`src/rtl/upg_pkg.sv`:
```
package upg_pkg;
  localparam int unsigned UPG_DEF_REGS   = 16;
  localparam int unsigned UPG_DEF_EXEMPT = 15;
  localparam int unsigned UPG_SYNC_DEPTH = 2;
endpackage

```
`src/rtl/upg_rst_sync.sv`:
```
module upg_rst_sync #(
  parameter int unsigned DEPTH = upg_pkg::UPG_SYNC_DEPTH
) (
  input  logic clk,
  input  logic rst_n,
  output logic rst_n_sync
);
  logic [DEPTH-1:0] stage_q;
  logic [DEPTH-1:0] stage_d;

  always_comb begin
    stage_d = {stage_q[DEPTH-2:0], 1'b1};
  end

  always_ff @(posedge clk or negedge rst_n) begin
    if (!rst_n) stage_q <= '0;
    else        stage_q <= stage_d;
  end

  assign rst_n_sync = stage_q[DEPTH-1];
endmodule

```
`src/rtl/upg_wr_decode.sv`:
```
module upg_wr_decode #(
  parameter int unsigned NUM_REGS = upg_pkg::UPG_DEF_REGS,
  localparam int unsigned IDX_W   = $clog2(NUM_REGS)
) (
  input  logic                wr_en,
  input  logic [IDX_W-1:0]    wr_idx,
  output logic [NUM_REGS-1:0] set_vec
);
  for (genvar i = 0; i < NUM_REGS; i++) begin : g_dec
    assign set_vec[i] = wr_en && (wr_idx == IDX_W'(i));
  end
endmodule

```
`src/rtl/upg_valid_array.sv`:
```
module upg_valid_array #(
  parameter int unsigned NUM_REGS  = upg_pkg::UPG_DEF_REGS,
  parameter int unsigned EXEMPT_IX = upg_pkg::UPG_DEF_EXEMPT
) (
  input  logic                clk,
  input  logic                rst_n,
  input  logic [NUM_REGS-1:0] set_vec,
  output logic [NUM_REGS-1:0] valid_vec
);
  logic [NUM_REGS-1:0] valid_q;
  logic [NUM_REGS-1:0] valid_d;
  logic [NUM_REGS-1:0] load_en;

  for (genvar i = 0; i < NUM_REGS; i++) begin : g_bit
    localparam logic RST_VAL = (i == EXEMPT_IX);

    always_comb begin
      load_en[i] = set_vec[i] && !valid_q[i];
      valid_d[i] = 1'b1;
    end

    always_ff @(posedge clk or negedge rst_n) begin
      if (!rst_n)          valid_q[i] <= RST_VAL;
      else if (load_en[i]) valid_q[i] <= valid_d[i];
    end
  end

  assign valid_vec = valid_q;

  // a write leaves its target marked initialized
  p_set_sticks_r2: assert property (@(posedge clk) disable iff (!rst_n)
    (|set_vec) |=> ((valid_vec & $past(set_vec)) == $past(set_vec)));

  // only written registers may change state
  p_no_stray_r8: assert property (@(posedge clk) disable iff (!rst_n)
    ((valid_vec & ~$past(valid_vec)) & ~$past(set_vec)) == '0);

  // outside reset no bit ever falls back to uninitialized
  p_monotonic_r7: assert property (@(posedge clk) disable iff (!rst_n)
    ((valid_vec & $past(valid_vec)) == $past(valid_vec)));

  // the exempt register reads as initialized
  p_exempt_held_r3: assert property (@(posedge clk) disable iff (!rst_n)
    valid_vec[EXEMPT_IX]);
endmodule

```
`src/rtl/upg_ptr_check.sv`:
```
module upg_ptr_check #(
  parameter int unsigned NUM_REGS  = upg_pkg::UPG_DEF_REGS,
  parameter int unsigned EXEMPT_IX = upg_pkg::UPG_DEF_EXEMPT,
  localparam int unsigned IDX_W    = $clog2(NUM_REGS)
) (
  input  logic                clk,
  input  logic                rst_n,
  input  logic                ptr_en,
  input  logic [IDX_W-1:0]    ptr_idx,
  input  logic [NUM_REGS-1:0] valid_vec,
  output logic                viol
);
  logic sel_valid;
  logic hit_d;
  logic viol_q;

  always_comb begin
    sel_valid = valid_vec[ptr_idx];
    hit_d     = ptr_en && !sel_valid;
  end

  always_ff @(posedge clk or negedge rst_n) begin
    if (!rst_n) viol_q <= 1'b0;
    else        viol_q <= hit_d;
  end

  assign viol = viol_q;

  // no pointer strobe, no violation
  p_idle_quiet_r6: assert property (@(posedge clk) disable iff (!rst_n)
    !ptr_en |=> !viol);

  // exempt register never flags
  p_exempt_quiet_r3: assert property (@(posedge clk) disable iff (!rst_n)
    (ptr_en && ptr_idx == IDX_W'(EXEMPT_IX)) |=> !viol);

  // unwritten pointer flags in the next cycle
  p_flag_next_r4: assert property (@(posedge clk) disable iff (!rst_n)
    (ptr_en && !valid_vec[ptr_idx]) |=> viol);

  // written pointer stays clean
  p_clean_r2: assert property (@(posedge clk) disable iff (!rst_n)
    (ptr_en && valid_vec[ptr_idx]) |=> !viol);
endmodule

```
`src/rtl/uninit_ptr_guard.sv`:
```
module uninit_ptr_guard #(
  parameter int unsigned NUM_REGS  = upg_pkg::UPG_DEF_REGS,
  parameter int unsigned EXEMPT_IX = upg_pkg::UPG_DEF_EXEMPT,
  localparam int unsigned IDX_W    = $clog2(NUM_REGS)
) (
  input  logic             clk,
  input  logic             rst_n,
  input  logic             wr_en_i,
  input  logic [IDX_W-1:0] wr_idx_i,
  input  logic             ptr_en_i,
  input  logic [IDX_W-1:0] ptr_idx_i,
  output logic             viol_o
);
  logic                rst_n_sync;
  logic [NUM_REGS-1:0] set_vec;
  logic [NUM_REGS-1:0] valid_vec;

  upg_rst_sync #(.DEPTH(upg_pkg::UPG_SYNC_DEPTH)) u_rst_sync (
    .clk        (clk),
    .rst_n      (rst_n),
    .rst_n_sync (rst_n_sync)
  );

  upg_wr_decode #(.NUM_REGS(NUM_REGS)) u_wr_decode (
    .wr_en   (wr_en_i),
    .wr_idx  (wr_idx_i),
    .set_vec (set_vec)
  );

  upg_valid_array #(.NUM_REGS(NUM_REGS), .EXEMPT_IX(EXEMPT_IX)) u_valid (
    .clk       (clk),
    .rst_n     (rst_n_sync),
    .set_vec   (set_vec),
    .valid_vec (valid_vec)
  );

  upg_ptr_check #(.NUM_REGS(NUM_REGS), .EXEMPT_IX(EXEMPT_IX)) u_ptr_check (
    .clk       (clk),
    .rst_n     (rst_n_sync),
    .ptr_en    (ptr_en_i),
    .ptr_idx   (ptr_idx_i),
    .valid_vec (valid_vec),
    .viol      (viol_o)
  );

  // a same-cycle write does not hide an unwritten pointer
  p_same_cycle_r5: assert property (@(posedge clk) disable iff (!rst_n_sync)
    (wr_en_i && ptr_en_i && wr_idx_i == ptr_idx_i && !valid_vec[ptr_idx_i])
    |=> viol_o);

  // the strobe never stretches without a fresh offending access
  p_single_pulse_r4: assert property (@(posedge clk) disable iff (!rst_n_sync)
    (viol_o && !ptr_en_i) |=> !viol_o);
endmodule

```
`config.mk`:
```
export PLATFORM = sky130hd
export DESIGN_NAME = uninit_ptr_guard
export DESIGN_NICKNAME = d
export VERILOG_FILES = /design/src/rtl/upg_pkg.sv /design/src/rtl/upg_rst_sync.sv /design/src/rtl/upg_wr_decode.sv /design/src/rtl/upg_valid_array.sv /design/src/rtl/upg_ptr_check.sv /design/src/rtl/uninit_ptr_guard.sv
export SDC_FILE = /design/constraint.sdc
export NUM_CORES = 1
export LEC_CHECK = 0
export ABC_CLOCK_PERIOD_IN_PS = 800
export BUFFER_PORTS_ARGS = -buffer_cell sky130_fd_sc_hd__buf_2
export CORE_ASPECT_RATIO = 0.6
export CORE_MARGIN = 3
export CORE_UTILIZATION = 30
export DETAILED_ROUTE_END_ITERATION = 8
export SLEW_MARGIN = 20
export SYNTH_ARGS = -nofsm -noshare
export SYNTH_HDL_FRONTEND = slang
export SYNTH_HIERARCHICAL = 1
export SYNTH_SLANG_ARGS = --single-unit
```
`constraint.sdc`:
```
create_clock -name clk -period 0.8 [get_ports clk]
set_input_delay 0.16 -clock clk [delete_from_list [all_inputs] [get_ports clk]]
set_output_delay 0.16 -clock clk [all_outputs]
set_load 0.05 [all_outputs]
```
==> insert_results.sql, run 1 <==
INSERT INTO impl_metrics (metric_group, metric, value, unit) VALUES
('floorplanning', 'fp.dieArea', '0.003397', 'mm2'),
('clock_tree', 'cts_made_buffers', '3', ''),
('logic_synthesis', 'syn-mean-instance-area', '11.98', 'um2'),
('timing', 'report.final.slew_viol_count', '0', ''),
('logic_synthesis', 'syn-instance-count', '68', ''),
('logic_synthesis', 'synth.yosys.warnings', '6', ''),
('clock_tree', 'clk_path_buf_depth', '2', ''),
('layout', 'drive_gt1_frac', '0.2955', ''),
('timing', 'min_period', '1.221', 'ns'),
('timing', 'final.setup.tns', '-0.5791', 'ns'),
('global_routing', 'grt_start_max_net_pins', '17', ''),
('logic_synthesis', 'syn-cell-area', '814.5', 'um2'),
('clock_tree', 'cts_tree', 'built', ''),
('setup_path', 'critPathArrivalTime', '1.42', 'ns'),
('timing', 'hold_violations', '0', ''),
('global_routing', 'grt_pass1_wl', '2.635', 'mm'),
('drt', 'drtIter0Drc', '21', ''),
('layout', 'antennaDiodeCount', '0', ''),
('flow_run', 'timing.max_cap.violations', '0', ''),
('clock_tree', 'cts_sinks', '18', ''),
('run_status', 'outcome', 'finished, violations left', ''),
('layout', 'layoutNonFillerInstCount', '118', ''),
('timing', 'finClkSkew', '0.004198', 'ns'),
('logic_synthesis', 'mappedNetlistNets', '80', ''),
('global_routing', 'track_usage', '0.1138', ''),
('layout', 'layout.nets', '101', ''),
('global_routing', 'grt.overflow.total', '0', ''),
('setup_path', 'critPathCaptureType', 'flip-flop', ''),
('setup_path', 'type_of_the_setup_path_with_the_least_slack', 'reg -> reg', ''),
('run_status', 'failed_checks', 'setup timing', ''),
('global_routing', 'grt_antenna_before_repair', '0', ''),
('floorplanning', 'num_io_pins', '13', ''),
('place', 'portBuffers', '12', ''),
('timing', 'min_period_over_period', '1.527', ''),
('setup_path', 'worst_setup_path_startpoint', 'u_valid/valid_vec[3]', ''),
('place', 'gp_congestion', '0.8268', ''),
('place', 'hpwl_detailed', '1.253', 'mm'),
('floorplanning', 'start_util', '0.3454', ''),
('drt', 'route.detailed.drc', '0', ''),
('floorplanning', 'core_area', '0.002359', 'mm2'),
('pwr', 'power', '2.223', 'mW'),
('setup_path', 'timing.rr.start', 'u_valid/valid_vec[3]', ''),
('floorplanning', 'rows', '13', ''),
('drt', 'postRouteWirelength', '1.575', 'mm'),
('pwr', 'p_leak', '0.3960', 'nW'),
('worst_hold_path', 'min-delay-path-class', 'reg -> async', ''),
('clock_tree', 'clock_tree.htree_level_count', '1', ''),
('timing', 'setup-violations-final', '3', ''),
('layout', 'layout.filler_cells', '211', ''),
('clock_tree', 'clk_latency', '0.25', 'ns'),
('layout', 'synth_to_final_area_change', '22.12', '%'),
('timing', 'max_clock_freq', '0.8187', 'GHz'),
('drt', 'firstDrtPassIters', '4', ''),
('place', 'dpl_cell_area', '915.9', 'um2'),
('pwr', 'ir_drop', '0.0008477', 'V'),
('drt', 'number_of_nets_still_failing_antenna_checks_after_routing', '0', ''),
('drt', 'drt-wirelength-per-cell', '13.35', 'um'),
('place', 'place_inst', '112', ''),
('setup_path', 'worst-endpoint-required', '1.00', 'ns'),
('setup_path', 'worst_setup_path_start_kind', 'flip-flop', ''),
('floorplanning', 'die_y', '46.36', 'um'),
('timing', 'layout_setup_ws', '-0.4214', 'ns'),
('drt', 'via_per_inst', '4.483', ''),
('global_routing', 'via_count_of_the_first_global_routing_pass', '536', ''),
('clock_tree', 'cts-root-buf', 'sky130_fd_sc_hd__clkbuf_8', ''),
('timing', 'unrepaired_setup_endpoints_after_global_routing', 'true', ''),
('layout', 'layout.cell_area.non_filler', '994.7', 'um2'),
('drt', 'via_count', '529', ''),
('clock_tree', 'cts.reportedPaths.clkPinSlew', '0.07', 'ns'),
('setup_path', 'critical_path_peak_fanout', '2', ''),
('pwr', 'powerDensity', '2235', 'mW/mm2'),
('floorplanning', 'die_width', '73.27', 'um');
repair_timing:
action	CTS	global route
endpoints found under the hold margin	2	0
setup buffers	0	1
gates resized for setup	2	0
endpoints found under the setup margin	2	2
hold buffers	1	0
cell usage in the layout, fill, tap and decap left out, types with 2 or more instances in the layout:
cell type and count:
sky130_fd_sc_hd__buf_2 11, sky130_fd_sc_hd__buf_4 4, sky130_fd_sc_hd__clkbuf_8 4, sky130_fd_sc_hd__conb_1 2, sky130_fd_sc_hd__dfrtp_1 18, sky130_fd_sc_hd__mux4_2 4
sky130_fd_sc_hd__nand2b_1 2, sky130_fd_sc_hd__nand3_1 2, sky130_fd_sc_hd__nand3b_1 4, sky130_fd_sc_hd__nor2_1 12, sky130_fd_sc_hd__nor3_1 3, sky130_fd_sc_hd__or2_1 15
path summary, 6_finish.rpt:
check | to | slack [ns] | cells after the start
max | u_ptr_check/viol | -0.42 | 3
min | u_valid/valid_vec[3] | 0.18 | 1
max reg2reg | u_ptr_check/viol | -0.42 | 3
min reg2reg | u_valid/valid_vec[3] | 0.18 | 1
max in group asynchronous | u_valid/valid_vec[6] | 0.44 | 1
min in group clk | u_ptr_check/viol | 0.27 | 3
state kept, by name, summed over array words and instances, names as in the netlist:
signal,count
u_ptr_check/viol,1
u_rst_sync/stage_q,2
u_valid/valid_vec,15
worst max-delay path: stages, from the launching register on:
cell and delay (ns):
sky130_fd_sc_hd__dfrtp_1 0.39, sky130_fd_sc_hd__mux4_2 0.46, sky130_fd_sc_hd__a21boi_1 0.14, sky130_fd_sc_hd__and4_1 0.18
per-stage QoR:
stage          hold slack [ns]    util  setup WS, ns
2_1_floorplan          -0.1356       -       -0.3291
4_1_cts                 0.1824  0.4186       -0.4269
3_3_place_gp          -0.05093  0.3883       -0.3773
6_report                0.1756  0.4218       -0.4214
3_5_place_dp          -0.04930  0.3883       -0.4226
5_1_grt                 0.2160  0.4218       -0.4407
power breakdown:
| part | internal, mW | switching [mW] |
|---|---|---|
| Clock | 0.437 | 0.297 |
| Sequential | 1.06 | 0.0799 |
| Combinational | 0.201 | 0.150 |
cell type report:
type / instances / area [um2] / area share
clock buffer: 4 / 55.05 / 0.05535
multi-input combinational: 49 / 345.3 / 0.3472
sequential: 18 / 450.4 / 0.4528
tap: 30 / 37.54 / 0.03774
timing repair buffer: 17 / 106.4 / 0.1069
metal layers:
metal | GRT usage | part of all wire
met2 | 0.1474 | 0.39
met1 | 0.1599 | 0.53
met4 | 0.04412 | 0.0070
met5 | 0 | 0
met3 | 0.05447 | 0.073
Power figures use the tool's default switching activity.
==> run 2, diff against run 1 <==
Settings changed: ABC_CLOCK_PERIOD_IN_PS 800 to unset, SETUP_SLACK_MARGIN set to 0.15, SKIP_LAST_GASP set to 1.
==> run 2 against run 1 <==
The run still ends with setup timing left. Clock power increased by 1%. Count of clock-buffer cells in the layout unchanged. Hold slack improved by 0.0084 ns. Sequential power about the same. Sequential cell count unchanged. Largest cell class unchanged.
==> insert_results.sql, run 2 (synthesis results as in run 1) <==
INSERT INTO impl_metrics (metric_group, metric, value, unit) VALUES
('run_status', 'outcome', 'finished, violations left', ''),
('run_status', 'failed_checks', 'setup timing', ''),
('pwr', 'clockPowerShare', '0.332', ''),
('place', 'dpl_cell_area', '930.9', 'um2'),
('worst_hold_path', 'min-delay-path-class', 'reg -> async', ''),
('pwr', 'power.internal', '1.699', 'mW'),
('pwr', 'power.net_switching', '0.5478', 'mW'),
('clock_tree', 'cts.repair_timing.setup_buffer_count', '0', ''),
('pwr', 'power.switching_fraction', '0.2438', ''),
('timing', 'unrepaired_setup_endpoints_after_global_routing', 'true', ''),
('flow_run', 'timing.max_cap.violations', '0', ''),
('setup_path', 'worst-endpoint-required', '0.99', 'ns'),
('floorplanning', 'rows', '13', ''),
('floorplanning', 'fp.dieArea', '0.003397', 'mm2'),
('place', 'gp_congestion', '0.7665', ''),
('drt', 'via_count', '545', ''),
('clock_tree', 'cts-root-buf', 'sky130_fd_sc_hd__clkbuf_8', ''),
('global_routing', 'grt_antenna_before_repair', '0', ''),
('drt', 'firstDrtPassIters', '2', ''),
('timing', 'min_period', '1.209', 'ns'),
('timing', 'hold_violations', '0', ''),
('timing', 'final.setup.tns', '-0.5429', 'ns'),
('layout', 'antennaDiodeCount', '0', ''),
('layout', 'final_common_cell', 'sky130_fd_sc_hd__dfrtp_1', ''),
('pwr', 'power_frac_seq', '0.508', ''),
('timing', 'setup-violations-final', '2', ''),
('timing', 'report.final.slew_viol_count', '0', ''),
('drt', 'via_per_inst', '4.658', ''),
('layout', 'layout.nets', '100', ''),
('global_routing', 'grt.overflow.total', '0', ''),
('timing', 'min_period_over_period', '1.511', ''),
('layout', 'layout.cell_area.non_filler', '0.001031', 'mm2'),
('floorplanning', 'num_io_pins', '13', ''),
('clock_tree', 'clk_path_buf_depth', '2', ''),
('clock_tree', 'clock_tree.htree_level_count', '1', ''),
('pwr', 'ir_drop', '0.0007831', 'V'),
('clock_tree', 'cts_made_buffers', '3', ''),
('layout', 'most-common-layout-cells', '18 x sky130_fd_sc_hd__dfrtp_1, 15 x sky130_fd_sc_hd__or2_1, 11 x sky130_fd_sc_hd__nor2_1', ''),
('drt', 'postRouteWirelength', '1.656', 'mm'),
('setup_path', 'critical_path_peak_fanout', '2', ''),
('layout', 'drive_gt1_frac', '0.3333', ''),
('clock_tree', 'cts.reportedPaths.clkPinSlew', '0.07', 'ns'),
('floorplanning', 'die_y', '46.36', 'um'),
('drt', 'drtIter0Drc', '10', ''),
('global_routing', 'grt_pass1_wl', '2.697', 'mm'),
('clock_tree', 'cts_sinks', '18', ''),
('pwr', 'proportion_of_power_drawn_by_combinational_gates', '0.160', ''),
('setup_path', 'r2r_end', 'u_ptr_check/viol', ''),
('pwr', 'p_leak', '0.4139', 'nW'),
('timing', 'max_clock_freq', '0.8275', 'GHz'),
('drt', 'number_of_nets_still_failing_antenna_checks_after_routing', '0', ''),
('setup_path', 'critPathCaptureType', 'flip-flop', ''),
('clock_tree', 'cts_tree', 'built', ''),
('setup_path', 'path_cells', 'mux4_2, a21boi_1, and4_1', ''),
('setup_path', 'type_of_the_setup_path_with_the_least_slack', 'reg -> reg', ''),
('floorplanning', 'start_util', '0.3454', ''),
('clock_tree', 'clk_latency', '0.25', 'ns'),
('drt', 'drt-wirelength-per-cell', '14.15', 'um'),
('floorplanning', 'die_width', '73.27', 'um'),
('timing', 'final.hold.worst_slack', '0.1839', 'ns'),
('setup_path', 'timing.rr.start', 'u_valid/valid_vec[3]', ''),
('drt', 'route.detailed.drc', '0', ''),
('setup_path', 'reg2regPathDepth', '3', ''),
('setup_path', 'critical_path.max_stage_delay', '0.46', 'ns'),
('timing', 'finClkSkew', '0.001011', 'ns'),
('place', 'portBuffers', '12', ''),
('global_routing', 'grt_start_max_net_pins', '17', ''),
('pwr', 'powerDensity', '2179', 'mW/mm2'),
('setup_path', 'worst_setup_path_start_kind', 'flip-flop', ''),
('layout', 'largest_register_ffs', '15', ''),
('layout', 'synth_to_final_area_change', '26.57', '%'),
('place', 'hpwl_detailed', '1.231', 'mm'),
('global_routing', 'track_usage', '0.1138', ''),
('timing', 'layout_setup_ws', '-0.4085', 'ns'),
('setup_path', 'rrSetupSlack', '-0.41', 'ns'),
('setup_path', 'crit_slowest_cell', 'sky130_fd_sc_hd__mux4_2', ''),
('floorplanning', 'core_area', '0.002359', 'mm2'),
('setup_path', 'critPathArrivalTime', '1.40', 'ns'),
('global_routing', 'via_count_of_the_first_global_routing_pass', '529', '');
==> run 2: cell count changes in the layout (fill, tap and decap cells not counted), sizes merged <==
cell | before | now
buf | 16 | 15
==> run 2: what timing repair did <==
action,in CTS,in global routing
endpoints found under the hold margin,2,0
hold buffers,1,0
resized for setup,3,6
pin swaps,2,4
endpoints found under the setup margin,17,17
==> run 2: power by group through the flow <==
| stage | combinational, mW | clock [mW] | sequential (mW) |
|---|---|---|---|
| 2_1_floorplan | 0.203 | 0 | 1.15 |
| 3_3_place_gp | 0.332 | 0 | 1.15 |
| 3_5_place_dp | 0.337 | 0 | 1.15 |
| 4_1_cts | 0.351 | 0.769 | 1.14 |
| 5_1_grt | 0.398 | 0.806 | 1.15 |
| 6_report | 0.360 | 0.745 | 1.14 |
==> run 2: critical path: cells and delay by family (launching register included) <==
kind | cells | cell delay, ns
muxes | 1 | 0.46
AOI/OAI and AO/OA | 1 | 0.12
and+or+nand+nor | 1 | 0.18
DFF | 1 | 0.38
==> run 2: area by class of cell <==
type                            count  area [um2]
Multi-Input combinational cell     49       374.1
Fill cell                         224        1328
Sequential cell                    18       450.4
Timing Repair Buffer               16       113.9
Tap cell                           30       37.54
Clock buffer                        4       55.05
==> run 2: how the worst max path moves through the flow <==
stage | start | to | slack, ns | depth (start not counted)
3_5_place_dp | ptr_idx_i[0] | u_ptr_check/viol | -0.41 | 4
5_1_grt | u_valid/valid_vec[3] | u_ptr_check/viol | -0.48 | 3
6_report | u_valid/valid_vec[3] | u_ptr_check/viol | -0.41 | 3
2_1_floorplan | u_valid/valid_vec[3] | u_ptr_check/viol | -0.33 | 3
4_1_cts | u_valid/valid_vec[3] | u_ptr_check/viol | -0.41 | 3
3_3_place_gp | ptr_idx_i[0] | u_ptr_check/viol | -0.37 | 4
==> run 2: per-layer routing <==
layer | vias to the layer above | track usage | wire, um | part of all wire
met2 | 7 | 0.1403 | 686 | 0.41
met5 | - | 0 | 0 | 0
li1 | 262 | - | - | -
met1 | 276 | 0.1736 | 889 | 0.54
met3 | 0 | 0.05447 | 80 | 0.048
met4 | 0 | 0.02206 | 0 | 0
==> run 2: per-stage QoR <==
step	std cells	setup slack (ns)	util	total power, mW
after floorplan	68	-0.3291	-	1.351
after global placement	112	-0.3701	0.3947	1.484
after detailed placement	112	-0.4066	0.3947	1.487
after CTS	117	-0.4141	0.4271	2.255
after global routing	117	-0.4844	0.4371	2.355
final	117	-0.4085	0.4371	2.247
